### config.mk
export PLATFORM = sky130hd
export DESIGN_NAME = ecc_inv_ctrl
export DESIGN_NICKNAME = d
export VERILOG_FILES = /design/src/rtl/ecc_inv_pkg.sv /design/src/rtl/ecc_inv_detect.sv /design/src/rtl/ecc_inv_record.sv /design/src/rtl/ecc_inv_port.sv /design/src/rtl/ecc_inv_ctrl.sv
export SDC_FILE = /design/constraint.sdc
export NUM_CORES = 1
export LEC_CHECK = 0
export ABC_AREA = 1
export BUFFER_PORTS_ARGS = -buffer_cell sky130_fd_sc_hd__buf_2
export CAP_MARGIN = 15
export CELL_PAD_IN_SITES_DETAIL_PLACEMENT = 1
export CELL_PAD_IN_SITES_GLOBAL_PLACEMENT = 2
export CORE_MARGIN = 2
export CORE_UTILIZATION = 24
export DETAILED_ROUTE_END_ITERATION = 8
export PLACE_DENSITY = 0.83
export SLEW_MARGIN = 15
export SYNTH_ARGS = -nofsm -noshare
export SYNTH_HDL_FRONTEND = slang
export SYNTH_SLANG_ARGS = --single-unit
### constraint.sdc
create_clock -name clk_i -period 1.3 [get_ports clk_i]
set_input_delay 0 -clock clk_i [delete_from_list [all_inputs] [get_ports clk_i]]
set_output_delay 0 -clock clk_i [all_outputs]
set_load 0.02 [all_outputs]
### src/rtl/ecc_inv_pkg.sv
package ecc_inv_pkg;

    localparam int unsigned DEF_WAYS    = 2;
    localparam int unsigned DEF_INDEX_W = 8;

    typedef enum logic [1:0] {
        RAM_IDLE   = 2'd0,
        RAM_LOOKUP = 2'd1,
        RAM_INVAL  = 2'd2
    } ram_op_e;

endpackage

### src/rtl/ecc_inv_detect.sv
module ecc_inv_detect #(
    parameter int unsigned NUM_WAYS = 2,
    parameter bit          ECC_EN   = 1'b1
) (
    input  logic                s2_valid_i,
    input  logic [NUM_WAYS-1:0] way_hit_i,
    input  logic [NUM_WAYS-1:0] tag_err_i,
    input  logic [NUM_WAYS-1:0] data_err_i,
    output logic [NUM_WAYS-1:0] err_ways_o,
    output logic                err_any_o,
    output logic                hit_o,
    output logic [NUM_WAYS-1:0] hit_ways_o,
    output logic                miss_o
);

    logic [NUM_WAYS-1:0] err_ways;
    logic                err_seen;

    if (ECC_EN) begin : gen_ecc
        for (genvar w = 0; w < NUM_WAYS; w++) begin : gen_way
            assign err_ways[w] = tag_err_i[w] | data_err_i[w];
        end
    end else begin : gen_no_ecc
        assign err_ways = '0;
    end

    assign err_seen = |err_ways;

    for (genvar w = 0; w < NUM_WAYS; w++) begin : gen_mask
        assign hit_ways_o[w] = way_hit_i[w] & ~err_seen;
    end

    assign err_ways_o = err_ways;
    assign err_any_o  = s2_valid_i & err_seen;
    assign hit_o      = s2_valid_i & (|hit_ways_o);
    assign miss_o     = s2_valid_i & ~hit_o;

endmodule

### src/rtl/ecc_inv_record.sv
module ecc_inv_record #(
    parameter int unsigned NUM_WAYS = 2,
    parameter int unsigned INDEX_W  = 8,
    parameter bit          ECC_EN   = 1'b1
) (
    input  logic                clk_i,
    input  logic                rst_i,
    input  logic                err_any_i,
    input  logic [NUM_WAYS-1:0] err_ways_i,
    input  logic [INDEX_W-1:0]  s2_index_i,
    output logic                inv_req_o,
    output logic [NUM_WAYS-1:0] inv_ways_o,
    output logic [INDEX_W-1:0]  inv_index_o
);

    if (ECC_EN) begin : gen_rec
        logic                inv_req_q;
        logic [NUM_WAYS-1:0] inv_ways_q;
        logic [INDEX_W-1:0]  inv_index_q;

        always_ff @(posedge clk_i) begin
            if (rst_i) begin
                inv_req_q   <= 1'b0;
                inv_ways_q  <= '0;
                inv_index_q <= '0;
            end else begin
                inv_req_q <= err_any_i;
                if (err_any_i) begin
                    inv_ways_q  <= err_ways_i;
                    inv_index_q <= s2_index_i;
                end
            end
        end

        assign inv_req_o   = inv_req_q;
        assign inv_ways_o  = inv_ways_q;
        assign inv_index_o = inv_index_q;
    end else begin : gen_no_rec
        assign inv_req_o   = 1'b0;
        assign inv_ways_o  = '0;
        assign inv_index_o = '0;
    end

endmodule

### src/rtl/ecc_inv_port.sv
module ecc_inv_port
    import ecc_inv_pkg::*;
#(
    parameter int unsigned INDEX_W = 8
) (
    input  logic               clk_i,
    input  logic               rst_i,
    input  logic               lkp_req_i,
    input  logic [INDEX_W-1:0] lkp_index_i,
    input  logic               inv_req_i,
    input  logic [INDEX_W-1:0] inv_index_i,
    output logic               s2_valid_o,
    output logic [INDEX_W-1:0] s2_index_o,
    output ram_op_e            ram_op_o,
    output logic [INDEX_W-1:0] ram_index_o
);

    logic               accept;
    logic               s2_valid_q;
    logic [INDEX_W-1:0] s2_index_q;

    assign accept = lkp_req_i & ~inv_req_i;

    always_ff @(posedge clk_i) begin
        if (rst_i) begin
            s2_valid_q <= 1'b0;
            s2_index_q <= '0;
        end else begin
            s2_valid_q <= accept;
            if (accept) begin
                s2_index_q <= lkp_index_i;
            end
        end
    end

    always_comb begin
        if (inv_req_i) begin
            ram_op_o    = RAM_INVAL;
            ram_index_o = inv_index_i;
        end else if (accept) begin
            ram_op_o    = RAM_LOOKUP;
            ram_index_o = lkp_index_i;
        end else begin
            ram_op_o    = RAM_IDLE;
            ram_index_o = lkp_index_i;
        end
    end

    assign s2_valid_o = s2_valid_q;
    assign s2_index_o = s2_index_q;

endmodule

### src/rtl/ecc_inv_ctrl.sv
module ecc_inv_ctrl
    import ecc_inv_pkg::*;
#(
    parameter int unsigned NUM_WAYS = DEF_WAYS,
    parameter int unsigned INDEX_W  = DEF_INDEX_W,
    parameter bit          ECC_EN   = 1'b1
) (
    input  logic                clk_i,
    input  logic                rst_i,
    input  logic                lkp_req_i,
    input  logic [INDEX_W-1:0]  lkp_index_i,
    input  logic [NUM_WAYS-1:0] way_hit_i,
    input  logic [NUM_WAYS-1:0] tag_err_i,
    input  logic [NUM_WAYS-1:0] data_err_i,
    output logic                lkp_stall_o,
    output logic [1:0]          ram_op_o,
    output logic [INDEX_W-1:0]  ram_index_o,
    output logic                s2_hit_o,
    output logic [NUM_WAYS-1:0] s2_hit_ways_o,
    output logic                s2_miss_o,
    output logic                inv_req_o,
    output logic [NUM_WAYS-1:0] inv_ways_o,
    output logic [INDEX_W-1:0]  inv_index_o,
    output logic                ecc_err_o
);

    logic                s2_valid;
    logic [INDEX_W-1:0]  s2_index;
    logic [NUM_WAYS-1:0] err_ways;
    logic                err_any;
    logic                inv_req;
    logic [NUM_WAYS-1:0] inv_ways;
    logic [INDEX_W-1:0]  inv_index;
    ram_op_e             ram_op;

    ecc_inv_port #(
        .INDEX_W (INDEX_W)
    ) u_port (
        .clk_i       (clk_i),
        .rst_i       (rst_i),
        .lkp_req_i   (lkp_req_i),
        .lkp_index_i (lkp_index_i),
        .inv_req_i   (inv_req),
        .inv_index_i (inv_index),
        .s2_valid_o  (s2_valid),
        .s2_index_o  (s2_index),
        .ram_op_o    (ram_op),
        .ram_index_o (ram_index_o)
    );

    ecc_inv_detect #(
        .NUM_WAYS (NUM_WAYS),
        .ECC_EN   (ECC_EN)
    ) u_detect (
        .s2_valid_i (s2_valid),
        .way_hit_i  (way_hit_i),
        .tag_err_i  (tag_err_i),
        .data_err_i (data_err_i),
        .err_ways_o (err_ways),
        .err_any_o  (err_any),
        .hit_o      (s2_hit_o),
        .hit_ways_o (s2_hit_ways_o),
        .miss_o     (s2_miss_o)
    );

    ecc_inv_record #(
        .NUM_WAYS (NUM_WAYS),
        .INDEX_W  (INDEX_W),
        .ECC_EN   (ECC_EN)
    ) u_record (
        .clk_i       (clk_i),
        .rst_i       (rst_i),
        .err_any_i   (err_any),
        .err_ways_i  (err_ways),
        .s2_index_i  (s2_index),
        .inv_req_o   (inv_req),
        .inv_ways_o  (inv_ways),
        .inv_index_o (inv_index)
    );

    assign lkp_stall_o = inv_req;
    assign ram_op_o    = ram_op;
    assign inv_req_o   = inv_req;
    assign inv_ways_o  = inv_ways;
    assign inv_index_o = inv_index;
    assign ecc_err_o   = err_any;

    AST_NO_HIT_ON_ERR: assert property (@(posedge clk_i) disable iff (rst_i)
        ecc_err_o |-> !s2_hit_o && (s2_hit_ways_o == '0));

    AST_HIT_MISS_EXCL: assert property (@(posedge clk_i) disable iff (rst_i)
        !(s2_hit_o && s2_miss_o));

    AST_ERR_LEADS_INV: assert property (@(posedge clk_i) disable iff (rst_i)
        ecc_err_o |=> inv_req_o);

    AST_INV_WAYS_SET: assert property (@(posedge clk_i) disable iff (rst_i)
        inv_req_o |-> (inv_ways_o != '0));

    AST_STALL_IN_INV: assert property (@(posedge clk_i) disable iff (rst_i)
        inv_req_o |-> lkp_stall_o && (ram_op_o == 2'd2));

    AST_STALL_DROPS_REQ: assert property (@(posedge clk_i) disable iff (rst_i)
        lkp_stall_o |=> !s2_hit_o && !s2_miss_o);

endmodule

==> results of run 1 <==
[synth_stat cells]
library cell  number
nand3_1           16
buf_6              1
dfxtp_1           20
o21ai_0           18
inv_2              2
nand2_4            1
a211oi_2           1
nor2_4             1
a21oi_1           11
buf_2              2
nand2_1           20
buf_4              6
nor2_1            14
inv_1             22
[routing by layer]
layer	share of wire	wire (microns)	up-vias	track usage
met2	0.50	1350	29	0.253
met1	0.44	1180	492	0.150
li1	-	-	501	-
met5	0	0	-	0
met3	0.055	146	0	0.0321
met4	0	0	0	0.0153
[path summary, 6_finish.rpt]
kind	from	to	slack (ns)	cells past startpoint
worst max-delay path	u_record.inv_req_o$_SDFF_PP0_	ram_index_o[5]	0.12	3
worst min-delay path	lkp_index_i[6]	u_port.s2_index_o[6]$_SDFFE_PP0P_	0.01	3
worst max register to register	u_port.s2_valid_o$_SDFF_PP0_	u_record.inv_index_o[3]$_SDFFE_PP0P_	0.31	4
worst min register to register	u_record.inv_ways_o[0]$_SDFFE_PP0P_	u_record.inv_ways_o[0]$_SDFFE_PP0P_	0.48	2
[stage by stage]
stage	instance area [sq um]	setup WS [ns]	instances	hold WS [ns]
after floorplan	945	0.142	135	0.0691
after CTS	1250	0.0259	224	0.0113
after global routing	1260	0.00828	224	0.0413
final	1260	0.116	224	0.0132
after detailed placement	1170	0.125	219	0.237
after global placement	1170	0.212	219	0.220
[cells by family after synthesis]
logic type / count (synthesis) / synth area share
AOI/OAI and AO/OA: 30 / 0.167
and+or+nand+nor: 52 / 0.244
buffers and inverters: 33 / 0.166
DFF: 20 / 0.424
[state kept, by name, indices dropped and copies added (netlist names)]
signal                flops
u_record.inv_index_o      8
u_record.inv_ways_o       2
u_port.s2_index_o         8
u_record.inv_req_o        1
u_port.s2_valid_o         1
[power groups by stage]
stage	Sequential (mW)	Combinational, mW	Clock (mW)
floorplan	0.715	0.159	0
global placement	0.696	0.264	0
detailed placement	0.699	0.271	0
CTS	0.686	0.275	0.630
global route	0.691	0.306	0.654
finish	0.684	0.272	0.615
[cell usage in the layout, fill, tap and decap left out]
cell           count
nand3_1           16
bufinv_16          1
a211oi_2           1
clkbuf_8           3
a21oi_1           11
nand2_2            1
dlygate4sd3_1      1
nand2_1           19
inv_2              2
dfxtp_1           18
dfxtp_4            1
dfxtp_2            1
nor2_1            14
nor2_4             1
buf_2             43
buf_4              2
nand2_4            1
o21ai_0           18
inv_1             22
[worst register-to-register path: cells and delay by family, from the launching register on]
| family | cells | cell delay, ns |
|---|---|---|
| and+or+nand+nor | 3 | 0.23 |
| DFF | 1 | 0.43 |
| buffers and inverters | 1 | 0.22 |
[cell type report]
cell class,count,share of cell area
clock buffers,3,0.0328
inverters,24,0.0716
repair buffers,46,0.191
flip-flops and latches,20,0.322
well taps,48,0.0478
clock inverters,1,0.0239
multi-input cells,82,0.310
[timing repair]
item / CTS / global route
endpoints found under the hold margin: 3 / 0
gates resized for setup: 2 / 2
setup endpoints to repair: 5 / 6
buffers inserted: 0 / 0
hold buffers: 1 / 0
==> results.yml, run 1 <==
sta:
  min_period_ns: 1.18
  rsz0062_at_grt: "no"
  finalCritPeriodShare: 0.911
  slew_violations: 0
  hold_violations: 0
  setup_violations: 0
  clock.fmax_ghz: 0.844
  slew_headroom: 0.728
  worst_slew_pin_slew_ns: 0.407
  clock_skew_ns: 0.00601
  fin_setup_tns_ns: 0
critical_path:
  slowest_delay_ns: 0.39
  worst_path_max_delay_cell: "dfxtp_4"
  path_max_fanout: 13
  endpoint_kind: "output pin"
  worst-path-buf-inv: 2
  cp.required_ns: 1.30
  setup.worst_path.class: "flip-flop to output pin"
  worstSetupStartpointType: "flip-flop"
  crit_arrival_ns: 1.18
  crit_family: "flip-flops"
  crit_chain: "buf_4, o21ai_0, buf_2"
logic_synthesis:
  ys_seq_area_frac: 0.424
  netlist_instances: 135
  synth.avg_cell_area_sq_um: 7.00
  syn_nets: 152
  synth_cell_type_count: 14
  yosys_warnings: 0
  synth_area_leaders: "dfxtp_1, o21ai_0, inv_1, nand3_1, nand2_1"
  syn_area_sq_um: 945
  yosysTopAreaCell: "dfxtp_1"
  synth.top_cell.area_share: 0.424
  ys_ff_latch: 20
die:
  fp.dieArea_sq_mm: 0.00445
  die_w_microns: 66.7
  fp.dieH_microns: 66.7
  core_sq_mm: 0.00372
  rows: 22
  initial_core_util: 0.254
  io_pins: 44
routing:
  dr.pass1.iters: 2
  wl_microns: 2670
  drt_iter0_markers: 20
  vias: 1022
  via_per_inst: 4.56
  avgRoutedWirePerCell_microns: 11.9
  antenna_left: 0
  drc: 0
placement:
  gp_congestion: 0.617
  hpwl_microns: 2010
  io_buffers: 43
clocking:
  cts_sinks: 20
  htree_levels: 1
  cts_buffers: 3
  clk_root_buffer_cell: "clkbuf_8"
  worstSkewPairLatency_ns: 0.26
  cts.clk_slew.worst_paths_ns: 0.08
  cts.path.max_buffers: 2
  tritoncts: "yes"
pwr:
  power.net_switching_mw: 0.410
  comb_power_share: 0.173
  p_sw_frac: 0.261
  p_int_mw: 1.16
  seq_power_share: 0.435
  power_mw: 1.57
  powerDensity_mw_per_mm2: 1250
  peakVddDrop_v: 0.000551
  p_clk_frac: 0.392
  p_leak_nw: 0.639
status:
  status: "finished, final reports clean"
global_route:
  grt_pass1_wl_microns: 4570
  grt_max_degree: 22
  grt_usage: 0.132
  antenna_found_initial: 0
  grt_overflow: 0
  grt_pass1_vias: 1057
cells_and_area:
  syn_to_final_growth_pct: 33.1
  diodes: 0
  fillers: 496
  drive_above_1_share: 0.324
  nNetsFinal: 194
  fin_util: 0.338
  multi_input_area_sq_um: 390
  regArea_sq_um: 405
run:
  maxCapViolations: 0
min_path:
  hold_class: "input port to flip-flop"
No activity file was read; power rests on OpenSTA's default activity.
==> inputs of run 2 (changes only) <==
--- a/config.mk
+++ b/config.mk
@@ -11,10 +11,11 @@
 export CELL_PAD_IN_SITES_DETAIL_PLACEMENT = 1
 export CELL_PAD_IN_SITES_GLOBAL_PLACEMENT = 2
 export CORE_MARGIN = 2
-export CORE_UTILIZATION = 24
+export CORE_UTILIZATION = 25
 export DETAILED_ROUTE_END_ITERATION = 8
-export PLACE_DENSITY = 0.83
+export PLACE_DENSITY = 0.84
 export SLEW_MARGIN = 15
 export SYNTH_ARGS = -nofsm -noshare
 export SYNTH_HDL_FRONTEND = slang
+export SYNTH_HIERARCHICAL = 1
 export SYNTH_SLANG_ARGS = --single-unit
==> results.yml, run 2 <==
min_path:
  min_path_cells: 3
  worstHoldEndpoint: "u_port/s2_index_o[6]$_SDFFE_PP0P_"
  hold_path_startpoint: "lkp_index_i[6]"
  hold_class: "input port to flip-flop"
placement:
  hpwl_microns: 1990
  io_buffers: 43
  gp_congestion: 0.700
  post-place-ws_ns: 0.273
logic_synthesis:
  synth.most_common_cell: "nand2_1"
  synth.avg_cell_area_sq_um: 6.92
  ys_ff_latch: 20
  synth_area_leaders: "dfxtp_1, nand2_1, nor2_1, inv_1, nand3_1"
  synthTopCellsByCount: "nand2_1, dfxtp_1, nor2_1"
  netlist_instances: 149
  ys_seq_area_frac: 0.388
  synth_mux_area_frac: 0
  synthSimpleGateAreaFrac: 0.427
  synthFlopType: "dfxtp_1"
  synth.top_cell.area_share: 0.388
  yosys_warnings: 6
  yosysTopAreaCell: "dfxtp_1"
  synth_compound_area_frac: 0.0121
  syn_area_sq_mm: 0.00103
  synth_cell_type_count: 17
  synth-edff-count: 0
  syn_nets: 166
  synth_top_family_by_area: "simple AND/OR/NAND/NOR gates"
  synth_xor_area_frac: 0
  async_flop_share: 0
  synthAdderAreaFrac: 0
pwr:
  peakVddDrop_v: 0.000306
  powerDensity_mw_per_mm2: 1090
  p_leak_nw: 0.754
global_route:
  grt_pass1_vias: 966
  antenna_found_initial: 0
  grt_overflow: 0
  grt_usage: 0.126
  grt_max_degree: 23
  grt_pass1_wl_microns: 4380
sta:
  finalCritPeriodShare: 0.888
  slew_violations: 0
  worst_slew_pin_slew_ns: 0.327
  clock.fmax_ghz: 0.866
  slew_headroom: 0.780
  min_period_ns: 1.15
  hold_violations: 0
  rsz0062_at_grt: "no"
  setup_violations: 0
  setup_ws_ns: 0.145
  fin_setup_tns_ns: 0
  clock_skew_ns: 0.00252
clocking:
  cts.clk_slew.worst_paths_ns: 0.08
  cts_buffers: 3
  worstSkewPairLatency_ns: 0.26
  tritoncts: "yes"
  htree_levels: 1
  cts_sinks: 20
  clk_root_buffer_cell: "clkbuf_8"
  cts.path.max_buffers: 2
critical_path:
  rr_worst_depth: 6
  regToRegSetupSlack_ns: 0.32
  crit_start: "u_port/s2_valid_o$_SDFF_PP0_"
  path_max_fanout: 22
  endpoint_kind: "output pin"
  crit_arrival_ns: 1.15
  worstReg2RegEnd: "u_record/inv_index_o[1]$_SDFFE_PP0P_"
  r2r-start: "u_port/s2_valid_o$_SDFF_PP0_"
  worstSetupStartpointType: "flip-flop"
  setup.worst_path.class: "flip-flop to output pin"
  cp.required_ns: 1.30
die:
  fp.dieArea_sq_mm: 0.00465
  core_sq_mm: 0.00397
  fp.dieH_microns: 68.2
  initial_core_util: 0.260
  io_pins: 44
  rows: 23
  die_w_microns: 68.2
run:
  maxCapViolations: 0
routing:
  wl_microns: 2690
  drt_iter0_markers: 22
  drc: 0
  vias: 1047
  avgRoutedWirePerCell_microns: 10.9
  dr.pass1.iters: 4
  antenna_left: 0
  via_per_inst: 4.26
cells_and_area:
  diodes: 0
  fillers: 537
  nNetsFinal: 214
  final_cell_mix: "nand2_1, buf_2, dfxtp_1"
  syn_to_final_growth_pct: 32.2
  drive_above_1_share: 0.327
  final_common_cell: "nand2_1"
status:
  status: "finished, final reports clean"
[run 2: changes by cell type in the layout (fill, tap and decap cells not counted), sizes merged]
cell	change
o21ai	-18
nand3	-6
a21oi	-10
a211oi	-1
nor2	+11
clkinv	+1
dlygate4sd3	+6
nand4	+8
o211ai	+1
nand2	+33
bufinv	-1
inv	-5
clkbuf	+1
[run 2: cell families after synthesis]
logic type | count (synthesis)
AND/OR/NAND/NOR | 98
buffers and inverters | 29
flip-flops | 20
AO/OA/AOI/OAI | 2
[run 2: what timing repair did]
item | 4_1_cts | 5_1_grt
hold buffers | 7 | 0
resized for setup | 1 | 1
hold endpoints to repair | 8 | 0
pin swaps | 0 | 0
endpoints found under the setup margin | 1 | 1
buffers inserted | 0 | 0
[run 2: report_power, final]
group / internal [mW] / switching, mW / leakage, nW / total, mW
Sequential: 0.652 / 0.0273 / 0.165 / 0.680
Combinational: 0.117 / 0.197 / 0.560 / 0.314
Clock: 0.270 / 0.215 / 0.0288 / 0.485
[run 2: metrics by stage]
stage          std cells   util  total power, mW  cell area, sq um  hold WS [ns]
3_3_place_gp         235  0.310            0.993              1230         0.236
3_5_place_dp         235  0.310            0.996              1230         0.240
5_1_grt              246  0.343             1.58              1360        0.0183
6_report             246  0.343             1.48              1360       0.00644
4_1_cts              246  0.342             1.51              1360       0.00247
2_1_floorplan        149      -            0.906              1030        0.0712
[run 2: how the worst max path moves through the flow]
stage | to
final | ecc_err_o
after floorplan | u_record/inv_index_o[5]$_SDFFE_PP0P_
after global placement | u_record/inv_index_o[7]$_SDFFE_PP0P_
after global routing | ecc_err_o
after CTS | ecc_err_o
after detailed placement | u_record/inv_ways_o[0]$_SDFFE_PP0P_
[run 2: critical path, stage by stage (launching register included)]
cell and delay [ns]:
dfxtp_1 0.32, inv_1 0.06, a21oi_2 0.11, buf_6 0.21, buf_2 0.19
[run 2: per-layer routing]
metal / GRT usage / wire, microns / vias to the layer above
met5: 0 / 0 / -
met4: 0.0525 / 41 / 0
met3: 0.0148 / 115 / 4
met2: 0.210 / 1300 / 27
met1: 0.165 / 1240 / 472
li1: - / - / 544
[run 2: final cells by class]
| type | instances | area, sq um | area share |
|---|---|---|---|
| clock buffer | 4 | 55.1 | 0.0404 |
| inverter | 20 | 82.6 | 0.0606 |
| multi-input combinational | 100 | 457 | 0.335 |
| timing repair buffer | 52 | 304 | 0.223 |
| sequential | 20 | 402 | 0.295 |
| tap | 50 | 62.6 | 0.0459 |
